**src/rtl/rtc_pkg.sv**
```systemverilog
package rtc_pkg;

  typedef struct packed {
    logic [7:0] sec;
    logic [7:0] mnt;
    logic [7:0] hr;
    logic [7:0] day;
    logic [7:0] mon;
    logic [7:0] yr;
    logic [2:0] wday;
  } rtc_time_t;

  localparam int OFS_SEC  = 0;
  localparam int OFS_MNT  = 1;
  localparam int OFS_HR   = 2;
  localparam int OFS_DAY  = 3;
  localparam int OFS_MON  = 4;
  localparam int OFS_YR   = 5;
  localparam int OFS_WDAY = 6;
  localparam int OFS_ALM0 = 7;
  localparam int ALM_N    = 6;
  localparam int OFS_CTRL = 13;
  localparam int OFS_STAT = 14;
  localparam int OFS_CFG  = 15;
  localparam int OFS_TRM0 = 16;
  localparam int OFS_TRM1 = 17;

  function automatic logic [7:0] bcd_inc(input logic [7:0] v);
    if (v[3:0] == 4'd9) return {v[7:4] + 4'd1, 4'd0};
    return {v[7:4], v[3:0] + 4'd1};
  endfunction

  function automatic logic [6:0] bcd_to_bin(input logic [7:0] v);
    return 7'(v[7:4]) * 7'd10 + 7'(v[3:0]);
  endfunction

  function automatic logic [7:0] month_last_day(input logic [7:0] mon,
                                                input logic [7:0] yr);
    logic [6:0] yb;
    yb = bcd_to_bin(yr);
    case (mon)
      8'h02: return (yb[1:0] == 2'd0) ? 8'h29 : 8'h28;
      8'h04, 8'h06, 8'h09, 8'h11: return 8'h30;
      default: return 8'h31;
    endcase
  endfunction

endpackage

```
**src/rtl/rtc_timekeeper.sv**
```systemverilog
module rtc_timekeeper
  import rtc_pkg::*;
#(
  parameter int DATA_W = 8,
  parameter int FIELDS = 7
) (
  input  logic              clk,
  input  logic              rst_n,
  input  logic              adv,
  input  logic [FIELDS-1:0] field_we,
  input  logic [DATA_W-1:0] wdata,
  output rtc_time_t         now,
  output logic              ev_sec,
  output logic              ev_mnt,
  output logic              ev_hr,
  output logic              ev_day
);

  rtc_time_t nxt;
  logic s_last, m_last, h_last, d_last, mo_last, y_last;
  logic c_mnt, c_hr, c_day, c_mon, c_yr;

  always_comb begin
    s_last  = (now.sec == 8'h59);
    m_last  = (now.mnt == 8'h59);
    h_last  = (now.hr  == 8'h23);
    d_last  = (now.day == month_last_day(now.mon, now.yr));
    mo_last = (now.mon == 8'h12);
    y_last  = (now.yr  == 8'h99);
    c_mnt   = adv & s_last;
    c_hr    = c_mnt & m_last;
    c_day   = c_hr & h_last;
    c_mon   = c_day & d_last;
    c_yr    = c_mon & mo_last;
  end

  always_comb begin
    nxt = now;
    if (adv)   nxt.sec = s_last  ? 8'h00 : bcd_inc(now.sec);
    if (c_mnt) nxt.mnt = m_last  ? 8'h00 : bcd_inc(now.mnt);
    if (c_hr)  nxt.hr  = h_last  ? 8'h00 : bcd_inc(now.hr);
    if (c_day) begin
      nxt.day  = d_last ? 8'h01 : bcd_inc(now.day);
      nxt.wday = (now.wday == 3'd6) ? 3'd0 : now.wday + 3'd1;
    end
    if (c_mon) nxt.mon = mo_last ? 8'h01 : bcd_inc(now.mon);
    if (c_yr)  nxt.yr  = y_last  ? 8'h00 : bcd_inc(now.yr);
    if (field_we[OFS_SEC])  nxt.sec  = wdata;
    if (field_we[OFS_MNT])  nxt.mnt  = wdata;
    if (field_we[OFS_HR])   nxt.hr   = wdata;
    if (field_we[OFS_DAY])  nxt.day  = wdata;
    if (field_we[OFS_MON])  nxt.mon  = wdata;
    if (field_we[OFS_YR])   nxt.yr   = wdata;
    if (field_we[OFS_WDAY]) nxt.wday = wdata[2:0];
  end

  always_ff @(posedge clk or negedge rst_n) begin
    if (!rst_n) begin
      now    <= '{sec: 8'h00, mnt: 8'h00, hr: 8'h00, day: 8'h01,
                  mon: 8'h01, yr: 8'h00, wday: 3'd0};
      ev_sec <= 1'b0;
      ev_mnt <= 1'b0;
      ev_hr  <= 1'b0;
      ev_day <= 1'b0;
    end else begin
      now    <= nxt;
      ev_sec <= adv;
      ev_mnt <= c_mnt;
      ev_hr  <= c_hr;
      ev_day <= c_day;
    end
  end

  // with no tick and no write the time holds
  a_r2_hold_when_idle: assert property (@(posedge clk) disable iff (!rst_n)
    (!adv && field_we == '0) |=> (now == $past(now)));

  // a minute boundary leaves seconds at zero unless seconds were written
  a_r3_min_event_sec_zero: assert property (@(posedge clk) disable iff (!rst_n)
    (ev_mnt && !$past(field_we[OFS_SEC])) |-> (now.sec == 8'h00));

  // a day boundary leaves hours at zero unless hours were written
  a_r6_day_event_midnight: assert property (@(posedge clk) disable iff (!rst_n)
    (ev_day && !$past(field_we[OFS_HR])) |-> (now.hr == 8'h00));

endmodule

```
**src/rtl/rtc_status.sv**
```systemverilog
module rtc_status
  import rtc_pkg::*;
#(
  parameter int DATA_W = 8,
  parameter int EVT_N  = 4
) (
  input  logic              clk,
  input  logic              rst_n,
  input  rtc_time_t         now,
  input  rtc_time_t         alarm,
  input  logic [EVT_N-1:0]  ev,
  input  logic              running,
  input  logic              stat_we,
  input  logic [DATA_W-1:0] wdata,
  input  logic [3:0]        cfg,
  output logic [DATA_W-1:0] status,
  output logic              irq
);

  localparam int EVT_LSB = 2;
  localparam int ALM_BIT = EVT_LSB + EVT_N;
  localparam int PWR_BIT = ALM_BIT + 1;

  logic [EVT_N-1:0] per_q;
  logic             alm_q;
  logic             pwr_q;
  logic             match;
  logic             alm_hit;
  logic             per_sel;

  assign match = (now.sec == alarm.sec) && (now.mnt == alarm.mnt) &&
                 (now.hr  == alarm.hr)  && (now.day == alarm.day) &&
                 (now.mon == alarm.mon) && (now.yr  == alarm.yr);
  assign alm_hit = ev[0] & match;

  for (genvar g = 0; g < EVT_N; g++) begin : g_evt
    always_ff @(posedge clk or negedge rst_n) begin
      if (!rst_n) per_q[g] <= 1'b0;
      else        per_q[g] <= ev[g] | (per_q[g] & ~(stat_we & wdata[EVT_LSB+g]));
    end
  end

  always_ff @(posedge clk or negedge rst_n) begin
    if (!rst_n) begin
      alm_q <= 1'b0;
      pwr_q <= 1'b1;
    end else begin
      alm_q <= alm_hit | (alm_q & ~(stat_we & wdata[ALM_BIT]));
      pwr_q <= pwr_q & ~(stat_we & wdata[PWR_BIT]);
    end
  end

  assign status  = DATA_W'({pwr_q, alm_q, per_q, running, 1'b0});
  assign per_sel = per_q[cfg[1:0]];
  assign irq     = (alm_q & cfg[3]) | (per_sel & cfg[2]);

  // a one written to the power-up flag clears it for good
  a_r10_pwr_clear: assert property (@(posedge clk) disable iff (!rst_n)
    (stat_we && wdata[PWR_BIT]) |=> !status[PWR_BIT]);

  // the alarm flag only rises after a tick that matched
  a_r9_alarm_needs_match: assert property (@(posedge clk) disable iff (!rst_n)
    $rose(status[ALM_BIT]) |-> $past(ev[0] && match));

  // with both sources disabled no interrupt is raised
  a_r11_quiet_when_disabled: assert property (@(posedge clk) disable iff (!rst_n)
    (cfg[3:2] == 2'b00) |-> !irq);

  // a pending alarm with its enable set and no clear keeps irq high
  a_r11_alarm_irq_held: assert property (@(posedge clk) disable iff (!rst_n)
    (status[ALM_BIT] && cfg[3] && !(stat_we && wdata[ALM_BIT])) |=> (irq || !cfg[3]));

endmodule

```
**src/rtl/bcd_rtc_core.sv**
```systemverilog
module bcd_rtc_core
  import rtc_pkg::*;
#(
  parameter int ADDR_W = 5,
  parameter int DATA_W = 8
) (
  input  logic              clk,
  input  logic              rst_n,
  input  logic              tick_1hz,
  input  logic [ADDR_W-1:0] addr,
  input  logic              wr_en,
  input  logic [DATA_W-1:0] wr_data,
  input  logic              rd_en,
  output logic [DATA_W-1:0] rd_data,
  output logic              irq
);

  localparam int FIELDS = OFS_WDAY + 1;
  localparam int EVT_N  = 4;
  localparam int GET_BIT = 6;
  localparam logic [ADDR_W-1:0] A_ALM0 = ADDR_W'(OFS_ALM0);
  localparam logic [ADDR_W-1:0] A_CTRL = ADDR_W'(OFS_CTRL);
  localparam logic [ADDR_W-1:0] A_STAT = ADDR_W'(OFS_STAT);
  localparam logic [ADDR_W-1:0] A_CFG  = ADDR_W'(OFS_CFG);
  localparam logic [ADDR_W-1:0] A_TRM0 = ADDR_W'(OFS_TRM0);
  localparam logic [ADDR_W-1:0] A_TRM1 = ADDR_W'(OFS_TRM1);

  rtc_time_t         now;
  rtc_time_t         snap_q;
  rtc_time_t         alarm;
  logic [DATA_W-1:0] alm_q [ALM_N];
  logic [5:0]        ctrl_q;
  logic [3:0]        cfg_q;
  logic [DATA_W-1:0] trm_lo_q, trm_hi_q;
  logic [FIELDS-1:0] field_we;
  logic              adv;
  logic              ctrl_we, stat_we, get_time;
  logic [EVT_N-1:0]  ev;
  logic              ev_sec, ev_mnt, ev_hr, ev_day;
  logic [DATA_W-1:0] status;
  logic [DATA_W-1:0] rd_nxt;

  assign adv      = tick_1hz & ctrl_q[0];
  assign ctrl_we  = wr_en && (addr == A_CTRL);
  assign stat_we  = wr_en && (addr == A_STAT);
  assign get_time = ctrl_we && wr_data[GET_BIT];

  for (genvar f = 0; f < FIELDS; f++) begin : g_fwe
    assign field_we[f] = wr_en && (addr == ADDR_W'(f));
  end

  for (genvar g = 0; g < ALM_N; g++) begin : g_alm
    always_ff @(posedge clk or negedge rst_n) begin
      if (!rst_n)
        alm_q[g] <= (g == OFS_DAY || g == OFS_MON) ? DATA_W'(1) : '0;
      else if (wr_en && addr == A_ALM0 + ADDR_W'(g))
        alm_q[g] <= wr_data;
    end
  end

  assign alarm = '{sec: alm_q[OFS_SEC], mnt: alm_q[OFS_MNT], hr: alm_q[OFS_HR],
                   day: alm_q[OFS_DAY], mon: alm_q[OFS_MON], yr: alm_q[OFS_YR],
                   wday: 3'd0};

  always_ff @(posedge clk or negedge rst_n) begin
    if (!rst_n) begin
      ctrl_q   <= '0;
      cfg_q    <= '0;
      trm_lo_q <= '0;
      trm_hi_q <= '0;
      snap_q   <= '{sec: 8'h00, mnt: 8'h00, hr: 8'h00, day: 8'h01,
                    mon: 8'h01, yr: 8'h00, wday: 3'd0};
    end else begin
      if (ctrl_we) ctrl_q <= wr_data[5:0];
      if (get_time) snap_q <= now;
      if (wr_en && addr == A_CFG)  cfg_q    <= wr_data[3:0];
      if (wr_en && addr == A_TRM0) trm_lo_q <= wr_data;
      if (wr_en && addr == A_TRM1) trm_hi_q <= wr_data;
    end
  end

  rtc_timekeeper #(.DATA_W(DATA_W), .FIELDS(FIELDS)) u_time (
    .clk      (clk),
    .rst_n    (rst_n),
    .adv      (adv),
    .field_we (field_we),
    .wdata    (wr_data),
    .now      (now),
    .ev_sec   (ev_sec),
    .ev_mnt   (ev_mnt),
    .ev_hr    (ev_hr),
    .ev_day   (ev_day)
  );

  assign ev = {ev_day, ev_hr, ev_mnt, ev_sec};

  rtc_status #(.DATA_W(DATA_W), .EVT_N(EVT_N)) u_stat (
    .clk     (clk),
    .rst_n   (rst_n),
    .now     (now),
    .alarm   (alarm),
    .ev      (ev),
    .running (ctrl_q[0]),
    .stat_we (stat_we),
    .wdata   (wr_data),
    .cfg     (cfg_q),
    .status  (status),
    .irq     (irq)
  );

  always_comb begin
    rd_nxt = '0;
    case (addr)
      ADDR_W'(OFS_SEC):  rd_nxt = snap_q.sec;
      ADDR_W'(OFS_MNT):  rd_nxt = snap_q.mnt;
      ADDR_W'(OFS_HR):   rd_nxt = snap_q.hr;
      ADDR_W'(OFS_DAY):  rd_nxt = snap_q.day;
      ADDR_W'(OFS_MON):  rd_nxt = snap_q.mon;
      ADDR_W'(OFS_YR):   rd_nxt = snap_q.yr;
      ADDR_W'(OFS_WDAY): rd_nxt = DATA_W'(now.wday);
      A_CTRL:            rd_nxt = DATA_W'(ctrl_q);
      A_STAT:            rd_nxt = status;
      A_CFG:             rd_nxt = DATA_W'(cfg_q);
      A_TRM0:            rd_nxt = trm_lo_q;
      A_TRM1:            rd_nxt = trm_hi_q;
      default: begin
        for (int i = 0; i < ALM_N; i++)
          if (addr == A_ALM0 + ADDR_W'(i)) rd_nxt = alm_q[i];
      end
    endcase
  end

  always_ff @(posedge clk or negedge rst_n) begin
    if (!rst_n)     rd_data <= '0;
    else if (rd_en) rd_data <= rd_nxt;
  end

  // a get-time write captures the live seconds
  a_r7_snapshot_taken: assert property (@(posedge clk) disable iff (!rst_n)
    get_time |=> (snap_q.sec == $past(now.sec)));

  // read data only moves on a read strobe
  a_r13_rd_hold: assert property (@(posedge clk) disable iff (!rst_n)
    !rd_en |=> $stable(rd_data));

  // status bit 1 follows the run control
  a_r8_run_visible: assert property (@(posedge clk) disable iff (!rst_n)
    (ctrl_we) |=> (status[1] == $past(wr_data[0])));

endmodule

```
**config.mk**
```make
export PLATFORM = sky130hd
export DESIGN_NAME = bcd_rtc_core
export DESIGN_NICKNAME = d
export VERILOG_FILES = /design/src/rtl/rtc_pkg.sv /design/src/rtl/rtc_timekeeper.sv /design/src/rtl/rtc_status.sv /design/src/rtl/bcd_rtc_core.sv
export SDC_FILE = /design/constraint.sdc
export NUM_CORES = 1
export LEC_CHECK = 0
export ABC_AREA = 1
export ABC_CLOCK_PERIOD_IN_PS = 2500
export BUFFER_PORTS_ARGS = -buffer_cell sky130_fd_sc_hd__buf_4
export CAP_MARGIN = 5
export CORE_MARGIN = 3
export CORE_UTILIZATION = 63
export CTS_BUF_LIST = sky130_fd_sc_hd__clkbuf_16
export CTS_CLUSTER_DIAMETER = 80
export DETAILED_ROUTE_END_ITERATION = 7
export HOLD_SLACK_MARGIN = 0.06
export PLACE_DENSITY = 0.91
export SYNTH_ARGS = -nofsm -noshare
export SYNTH_HDL_FRONTEND = slang
export SYNTH_HIERARCHICAL = 1
export SYNTH_SLANG_ARGS = --single-unit
```
**constraint.sdc**
```tcl
create_clock -name clk -period 2.5 [get_ports clk]
set_clock_uncertainty 0.15 [all_clocks]
set_input_delay 0.5 -clock clk [delete_from_list [all_inputs] [get_ports clk]]
set_output_delay 0.5 -clock clk [all_outputs]
set_load 0.01 [all_outputs]
```
# --- After elaboration in Yosys (flattened, before gate mapping) ---
# Index checks and enable logic that the tools add are counted.
op_classes:
  n_addsub: 14
  n_mul: 1
  order_cmp: 1
  eq_ne: 41
  mux: 56
  n_bitwise: 33
  n_reduce_logical: 46
ops:
  columns: ["operator", "count"]
  rows:
  - ["two-way mux 8 bit", 36]
  - ["case mux 8 bit (12 select lines)", 1]
  - ["== test 8 bit", 7]
  - ["adder 4 x 1 -> 4 bit (second input constant)", 12]
  - ["== test 5 x 4 -> 1 bit (second input constant)", 8]
  - ["== test 4 bit (second input constant)", 6]
  - ["logical AND 1 bit", 24]
  - ["bitwise AND 1 bit", 21]
  - ["== test 5 x 3 -> 1 bit (second input constant)", 4]
  - ["nonzero test 3 bit", 6]
  - ["== test 8 x 3 -> 1 bit (second input constant)", 2]
  - ["== test 8 x 5 -> 1 bit (second input constant)", 2]
  - ["== test 8 x 7 -> 1 bit (second input constant)", 2]
  - ["case mux 8 bit (2 select lines)", 1]
  - ["two-way mux 1 bit", 14]
  - ["nonzero test 2 bit", 7]
  - ["AND reduction 2 bit", 6]
  - ["== test 5 x 2 -> 1 bit (second input constant)", 2]
  - ["== test 5 bit (second input constant)", 2]
  - ["two-way mux 3 bit", 3]
  - ["== test 8 x 2 -> 1 bit (second input constant)", 1]
  - ["== test 8 x 4 -> 1 bit (second input constant)", 1]
  - ["== test 8 x 6 -> 1 bit (second input constant)", 1]
  - ["== test 8 bit (second input constant)", 1]
  - ["12 further kinds", 22]
word_totals:
  regBits: 191
  input_bits: 18
  elab_cells: 232

# --- Depth between registers and ports, before layout ---
# Gate-level depths: netlist (run 1).
depth:
  word_depth: 13
  depth_mapped: 15
  mapped_depth_nobuf: 15

# --- Hierarchy ---
# Netlist (run 1), hierarchy kept.
by_module_without_submodules:
  columns: ["mod", "n_inst", "cells_per_inst", "area_per_inst_um2", "seq_area_each_um2"]
  rows:
  - ["bcd_rtc_core", 1, 727, 6298.5, 3258.1]
  - ["rtc_timekeeper", 1, 456, 3508.4, 1378.8]
  - ["rtc_status", 1, 260, 1213.7, 151.4]

# --- Worst setup path after synthesis (run 1) ---
# OpenSTA, ideal clock, no wires.
synth_timing:
  path_kind: "input-to-reg"
  startpoint: "input addr[0]"
  endpoint: "register u_time/now[47] (netlist name)"
  t_arrival_ns: 2.043
  slack_ns: 0.181
  cell_stages: 8
  path_buffers: 1
  cell_sequence: "nor2_1 -> clkbuf_1 -> nand2_1 -> nor2_1 -> inv_1 -> nand2_1 -> inv_1 -> a221o_1"
synth_between:
  elab_chain_len: 4
synth_lines:
  columns: ["element", "line_no", "rtl"]
  rows:
  - ["from (decl)", "bcd_rtc_core.sv:10", "input logic [ADDR_W-1:0] addr,"]
  - ["zero test 5 bit *", "bcd_rtc_core.sv:49", "assign field_we[f] = wr_en && (addr == ADDR_W'(f));"]
  - ["logical AND 1 bit *", "bcd_rtc_core.sv:49", null]
  - ["named net field_we[0]", "bcd_rtc_core.sv:35", "logic [FIELDS-1:0] field_we;"]
  - ["nonzero test 3 bit (no source line) or nonzero test 2 bit (tied branches)", null, null]
  - ["AND reduction 2 bit (no source line)", null, null]
# The timed path passes the listed nets; every way through them passes the cells marked *.
# A chain may end at the register's enable or synchronous reset.

# --- Worst setup path after layout (run 1) ---
layout_timing:
  startpoint: "register u_time/now[44] (netlist name)"
  endpoint: "register u_time/now[18] (netlist name)"
layout_between:
  elab_chain_len: 7
layout_lines:
  columns: ["element", "line_no", "rtl"]
  rows:
  - ["== test 8 x 7 -> 1 bit", "rtc_timekeeper.sv:24", "s_last = (now.sec == 8'h59);"]
  - ["bitwise AND 1 bit", "rtc_timekeeper.sv:30", "c_mnt = adv & s_last;"]
  - ["bitwise AND 1 bit", "rtc_timekeeper.sv:31", "c_hr = c_mnt & m_last;"]
  - ["bitwise AND 1 bit", "rtc_timekeeper.sv:32", "c_day = c_hr & h_last;"]
  - ["named net u_time.c_day", "rtc_timekeeper.sv:21", "logic c_mnt, c_hr, c_day, c_mon, c_yr;"]
  - ["bitwise AND 1 bit", "rtc_timekeeper.sv:33", "c_mon = c_day & d_last;"]
  - ["nonzero test 2 bit (no source line)", null, null]
  - ["AND reduction 2 bit (no source line)", null, null]
# The timed path passes the listed nets, and every way through them passes these cells.

==> results of run 1 <==
==> path summary, 6_finish.rpt <==
path | start | end | slack (ps) | cells past startpoint
worst max register to register | u_time/now[44] | u_time/now[18] | 120 | 11
worst min register to register | u_time/ev_hr | u_stat/status[4] | 290 | 1
worst min-delay path | wr_data[7] | u_stat/pwr_q | 150 | 2
worst max-delay path | u_time/now[44] | u_time/now[18] | 120 | 11
max in group asynchronous | rst_n | u_time/now[19] | 1000 | 3
min in group asynchronous | rst_n | trm_hi_q[1] | 440 | 2
==> power groups by stage <==
stage	logic, uW	clock network (uW)	registers (uW)
finish	2120	2740	4160
global route	2330	2860	4200
CTS	2050	2740	4120
detailed placement	2020	0	4170
global placement	1940	0	4160
floorplan	1290	0	4050
==> worst max-delay path, stage by stage, from the launching register on <==
cell     delay (ps)
dfrtp_1         380
inv_1            80
ha_1            170
nand2_1          80
nor2_1          230
nand3_2         200
nor3_4          310
inv_2           140
o21ai_4         260
nand2_1         140
nand2_1          80
nand2_1          50
==> through the flow <==
stage | power, uW | cell area, sq um | util [%] | hold WS, ps
5_1_grt | 9390 | 12400 | 73.6 | 167
6_report | 9010 | 12400 | 73.6 | 148
4_1_cts | 8910 | 12400 | 73.6 | 141
2_1_floorplan | 5340 | 11000 | - | 54.4
3_5_place_dp | 6190 | 11800 | 70.0 | 275
3_3_place_gp | 6100 | 11800 | 70.0 | 266
==> cell type report <==
| cell class | count | area (sq um) | share of cell area (%) |
|---|---|---|---|
| well taps | 220 | 275 | 2.22 |
| clock buffers | 17 | 425 | 3.42 |
| multi-input cells | 1033 | 5360 | 43.1 |
| repair buffers | 91 | 729 | 5.87 |
| clock inverters | 15 | 150 | 1.21 |
| flip-flops and latches | 191 | 4790 | 38.5 |
| inverters | 186 | 698 | 5.62 |
==> registers in the layout, indices dropped and copies added (netlist names), 6 cells and up <==
signal and count:
rd_data 8, trm_lo_q 8, snap_q 48, trm_hi_q 8, ctrl_q 6, u_time/now 51
alarm 48
==> what timing repair did <==
| item | 4_1_cts | 5_1_grt |
|---|---|---|
| endpoints found under the hold margin | 49 | 0 |
| buffers inserted | 0 | 1 |
| hold buffers | 1 | 0 |
| pin swaps | 0 | 1 |
| setup endpoints to repair | 18 | 25 |
| cloned | 0 | 0 |
| gates resized for setup | 1 | 3 |
==> layout by cell type, fill, tap and decap left out, drive strengths merged <==
cell type / instances
o21ai: 115
nand3b: 3
ha: 22
or2: 2
a22oi: 2
a21o: 2
o211ai: 2
nor3: 10
a21boi: 1
nand2: 452
mux2: 41
dfrtp: 184
conb: 1
clkinv: 8
dlygate4sd3: 1
nor3b: 1
a21oi: 25
inv: 192
o221ai: 10
xor2: 16
nand4: 39
xnor2: 10
o22ai: 29
nor2: 166
a221o: 1
a32o: 1
a31o: 1
bufinv: 1
dfstp: 7
buf: 89
nand3: 80
o311ai: 1
clkbuf: 18
==> metal layers <==
metal  wire length (um)  vias to the layer above  track usage, %
met5                  0                        -               0
met2              15400                      860            55.3
li1                   -                     4807               -
met1              13600                     5020            51.9
met4               2380                        0            21.2
met3               4910                      160            9.50
==> flow_results.org, run 1 <==
** Critical path
- The setup path with the least slack is of type reg2reg.
- Largest fanout on the critical path :: 9
- Worst Path Required :: between 2000 and 3000 ps
- STA classifies the critical path endpoint as a register.
- Data arrival time of the worst path :: ~2600 ps
- Kind of start point of the critical path :: register

** Clocking
- Sinks on the clock net :: roughly 190
- CTS tree :: yes
- CTS H-Tree Depth :: 4
- Insertion delay of the later-clocked pin in the worst-skew pair :: 450 ps
- Clock-pin slew was measured on the worst setup and hold paths at roughly 80 ps.
- In this run the deepest clock path goes through 2 buffers.
- Clock tree synthesis inserted a total of 17 buffers.
- In this run the clock root is driven by a clkbuf_16.

** Power and ir drop
- Internal power contribution :: between 5000 and 6000 uW
- Part of the power in combinational logic :: 23.5%
- Per report_power, the sequential group accounts for a little under half of the total.
- VDD sags by at most 0.500 mV.
- Of the total power, the share spent switching nets is 35.3%.
- In this run the static leakage power is about 0.0065 uW.
- Per report_power, the clock group accounts for a little under a third of the total.
- Sw Pwr :: 3180 uW
- PwrDens :: 725 nW/um^2

** Place
- In this run the tool buffered the top-level ports with 26 buffer cells.
- Cell count after placement :: around 1700
- Timing analysis after detailed placement gives a worst setup slack of -97.5 ps.
- Hpwl dp :: about 26000 um
- Routability cong. :: between 1 and 1.5

** Timing
- Final count of pins violating max slew :: 0
- Dividing the final minimum period by the clock period gives ~95%.
- Timing would allow up to 420 MHz.
- The number of hold violations in the final report was 0.
- Setup repair after global routing missed its margin :: false
- Worst setup margin :: around 120 ps
- Summed over all failing endpoints, the final setup total negative slack is 0 ps.
- Actual slew at the worst max-slew pin :: 595 ps
- Measured against its own limit, the worst slew margin works out to between 60 and 70%.
- Final setup vio count :: 0
- Final critical delay including setup and external delays :: ~2400 ps

** Global route
- Entering global routing, the biggest net connects 57 pins.
- GRT Overall Usage :: 37.8%
- The initial antenna violation count is 0.
- The first global-routing pass estimated roughly 56000 um of wire.
- Overflow after GRT :: 0
- Number of global-route vias before repair :: around 10000

** Die
- # rows :: 47
- Starting utilization of the core area :: around two thirds
- Die Footprint :: 19100 sq um
- During I/O placement, the number of pins put on the boundary was 27.
- Area of the core region :: between 15000 and 20000 sq um
- Die span in x :: about 140 um
- The die is between 100 and 150 um tall.

** Final layout
- Count of filler cells inserted in the layout :: approximately 1200
- Filler-free cell count of the finished design :: around 1800
- The number of antenna diodes in the final layout is 0.
- Proportion of layout cells with a drive suffix above 1 :: ~14%
- Number of nets in the layout :: roughly 1600
- Relative area change from synthesis to final layout :: 12.8%

** Yosys
- Net count after synthesis :: between 1000 and 1500
- Yosys printed 6 warnings.
- Synthesis handed over a netlist of around 1400 instances.
- After synthesis the cells add up to 11000 sq um.
- Averaged over all synthesized cells, the footprint is around 7.6 sq um.

** Hold path
- The tightest min-delay check is of the in2reg type.

** Drt
- Dividing the detail-routed wire length by the instance count gives 20.7 um.
- Remaining antenna violation count :: 0
- First DRT Iteration DRCs :: about 1900
- In the routed design, unresolved DRC markers number 0.
- Total wirelength of the detailed-routed design :: 36400 um
- The first detailed-routing pass ran for 6 iterations.
- In the routed layout, each cell is associated on average with a via count of 6.19.
- Via count :: 10847

** Flow run
- Across the run, the number of max-cap violations was 0.

** Run status
- The run finished with clean final reports.
(Power assumes the default switching activity.)
==> run 2, diff against run 1 <==
--- a/config.mk
+++ b/config.mk
@@ -8,7 +8,7 @@
 export ABC_AREA = 1
 export ABC_CLOCK_PERIOD_IN_PS = 2500
 export BUFFER_PORTS_ARGS = -buffer_cell sky130_fd_sc_hd__buf_4
-export CAP_MARGIN = 5
+export CAP_MARGIN = 10
 export CORE_MARGIN = 3
 export CORE_UTILIZATION = 63
 export CTS_BUF_LIST = sky130_fd_sc_hd__clkbuf_16
@@ -16,6 +16,7 @@
 export DETAILED_ROUTE_END_ITERATION = 7
 export HOLD_SLACK_MARGIN = 0.06
 export PLACE_DENSITY = 0.91
+export SETUP_SLACK_MARGIN = 0.5
 export SYNTH_ARGS = -nofsm -noshare
 export SYNTH_HDL_FRONTEND = slang
 export SYNTH_HIERARCHICAL = 1
==> flow_results.org, run 2 (same netlist as run 1, synthesis figures left out) <==
** Place
- Detailed placement ended at an HPWL of around 27000 um.
- Cell count after placement :: roughly 1700
- Before CTS, the worst setup slack after placement is -46.9 ps.
- Number of buffer cells added on primary ports :: 26
- At the end of routability-driven placement, the weighted congestion stood at 1.02.

** Critical path
- The worst setup path is launched from a register.
- For the worst setup path, the data required time is approximately 2700 ps.
- Data arrival time of the worst path :: between 2000 and 3000 ps
- Kind of end point of the critical path :: register
- Category of the critical setup timing path :: reg2reg
- For flop-to-flop paths, the worst setup slack is about 160 ps.
- Largest fanout on the critical path :: 7

** Final layout
- Proportion of layout cells with a drive suffix above 1 :: between 20% and 30%
- Leading cell types in the layout, fill and taps excluded :: nand2_1 (415), dfrtp_1 (174), inv_1 (158)
- Biggest register :: u_time/now
- Count of inserted antenna diode cells :: 0
- Cells fill 78.5% of the core in the end.
- The final layout contains roughly 1600 nets.
- Most common cell after layout, fill and taps aside :: nand2_1
- Relative area change from synthesis to final layout :: 20.2%
- Filler-free cell count of the finished design :: 1795
- Max FFs per register :: 51

** Drt
- Once detail routing completed, the nets flagged for antenna violations numbered 0.
- The final route contains approximately 11000 vias.
- For this run, design rule violations remaining after detail routing come to 1.
- Ratio of routed vias to standard cells :: 6.27
- Wires add up to approximately 40000 um.
- Routed wire length per instance :: 22.0 um
- First DRT Iteration DRCs :: ~1600
- The first detailed-routing pass took 8 iterations.

** Timing
- Actual slew at the worst max-slew pin :: approximately 660 ps
- The worst path uses between 90% and 100% of the clock period.
- The worst pin sits at a relative slew slack of 56.3%.
- Final hold violation count :: 0
- Setup repair after global routing missed its margin :: true
- The max-slew violation count was 0.
- Worst setup margin :: approximately 160 ps
- Final critical delay including setup and external delays :: 2340 ps
- Setup violations remaining at the end of the flow were counted as 0.
- Max Clk Rate :: 428 MHz

** Power and ir drop
- Summed over all cells, the static leakage comes to 0.00683 uW.
- Largest vdd supply drop :: just under 0.6 mV
- Internal power comes to 6120 uW.
- Sw Pwr :: 3350 uW
- Part of the power in the clock network :: 29.1%
- Net switching share of the total power :: a little over a third
- Portion of total power attributed to sequential cells :: 44.1%
- Combinational cells account for 26.7% of the total power.
- PwrDens :: between 700 and 800 nW/um^2

** Run status
- The final reports fail on design-rule violations.
- Status :: finished, violations left

** Clocking
- After clock tree synthesis, the clock-pin slew on the worst setup and hold paths is roughly 70 ps.
- Counting every sink on the clock net gives around 190.
- Insertion delay of the later-clocked pin in the worst-skew pair :: approximately 450 ps
- Number of buffers added by the clock tree synthesis step :: 17
- Clock tree root buffer cell :: clkbuf_16
- TritonCTS built the clock tree.
- CTS H-Tree Depth :: 4
- No sink is reached through more buffers than the 2 on the longest clock path.

** Hold path
- The worst hold path belongs to the class in2reg.

** Die
- Die Footprint :: approximately 19000 sq um
- Measured along the x axis, the die boundary spans about 140 um.
- In this run the count of I/O pins placed on the die edge is 27.
- # rows :: between 40 and 50
- In this run the vertical extent of the chip is 138 um.
- Starting utilization of the core area :: approximately two thirds
- The core region is approximately 17000 sq um.

** Flow run
- Number of max-cap violations :: 0

** Global route
- Wire length of the first global-routing pass :: 58400 um
- The number of global-route vias before repair was approximately 10000.
- The total overflow left after global routing is 0.
- For this run, the total global-route usage over all layers was measured as about 39%.
- Initial antenna violation count :: 2
- Entering global routing, the biggest net connects 57 pins.
[run 2: repair_timing]
item                                   4_1_cts  5_1_grt
endpoints found under the hold margin       38        0
buffers inserted                            24       11
setup endpoints to repair                   34       59
hold buffers                                 1        0
resized for setup                           56       88
cloned                                       1        0
pin swaps                                   17       26
[run 2: per-stage QoR]
stage	total power [uW]	hold slack [ps]	area (sq um)	setup TNS, ps
finish	9480	157	13200	0
global route	9850	154	13200	0
CTS	9140	151	12900	0
detailed placement	6200	299	11900	-134
global placement	6110	296	11900	0
floorplan	5340	54.4	11100	0
[run 2: final timing paths]
| kind | to | from | cells after the start |
|---|---|---|---|
| min in group asynchronous | trm_lo_q[0] | rst_n | 2 |
| worst min register to register | rd_data[2] | rd_data[2] | 2 |
| worst max register to register | u_time/now[9] | u_time/now[44] | 11 |
| worst min-delay path | u_stat/pwr_q | wr_data[7] | 2 |
| max in group asynchronous | u_time/now[31] | rst_n | 3 |
| worst max-delay path | u_time/now[9] | u_time/now[44] | 11 |
[run 2: final cells by class]
cell class              instances  area [sq um]
clock buffers                  17           425
clock inverters                15           159
fillers                      1099          3630
inverters                     186           714
multi-input cells            1034          5780
flip-flops and latches        191          4800
well taps                     220           275
repair buffers                132          1090
[run 2: per-layer routing]
layer	global-route usage (%)	wire, um
met4	24.4	3200
met2	58.0	16800
met3	11.0	5100
met1	52.1	14400
met5	0	29
[run 2: power by group through the flow]
stage	combinational [uW]	clock (uW)	sequential [uW]
floorplan	1290	0	4050
global placement	1960	0	4140
detailed placement	2040	0	4160
CTS	2260	2760	4120
global route	2740	2890	4220
finish	2530	2760	4180
[run 2: critical path: stages (launching register included)]
cell and delay (ps):
dfrtp_1 400, inv_2 80, ha_4 140, nand2_4 60, nor2_4 140, nand3_4 130, nor3_4 390, nand4_1 270
nand2_4 210, buf_6 140, nand3_2 60, nand2_1 90
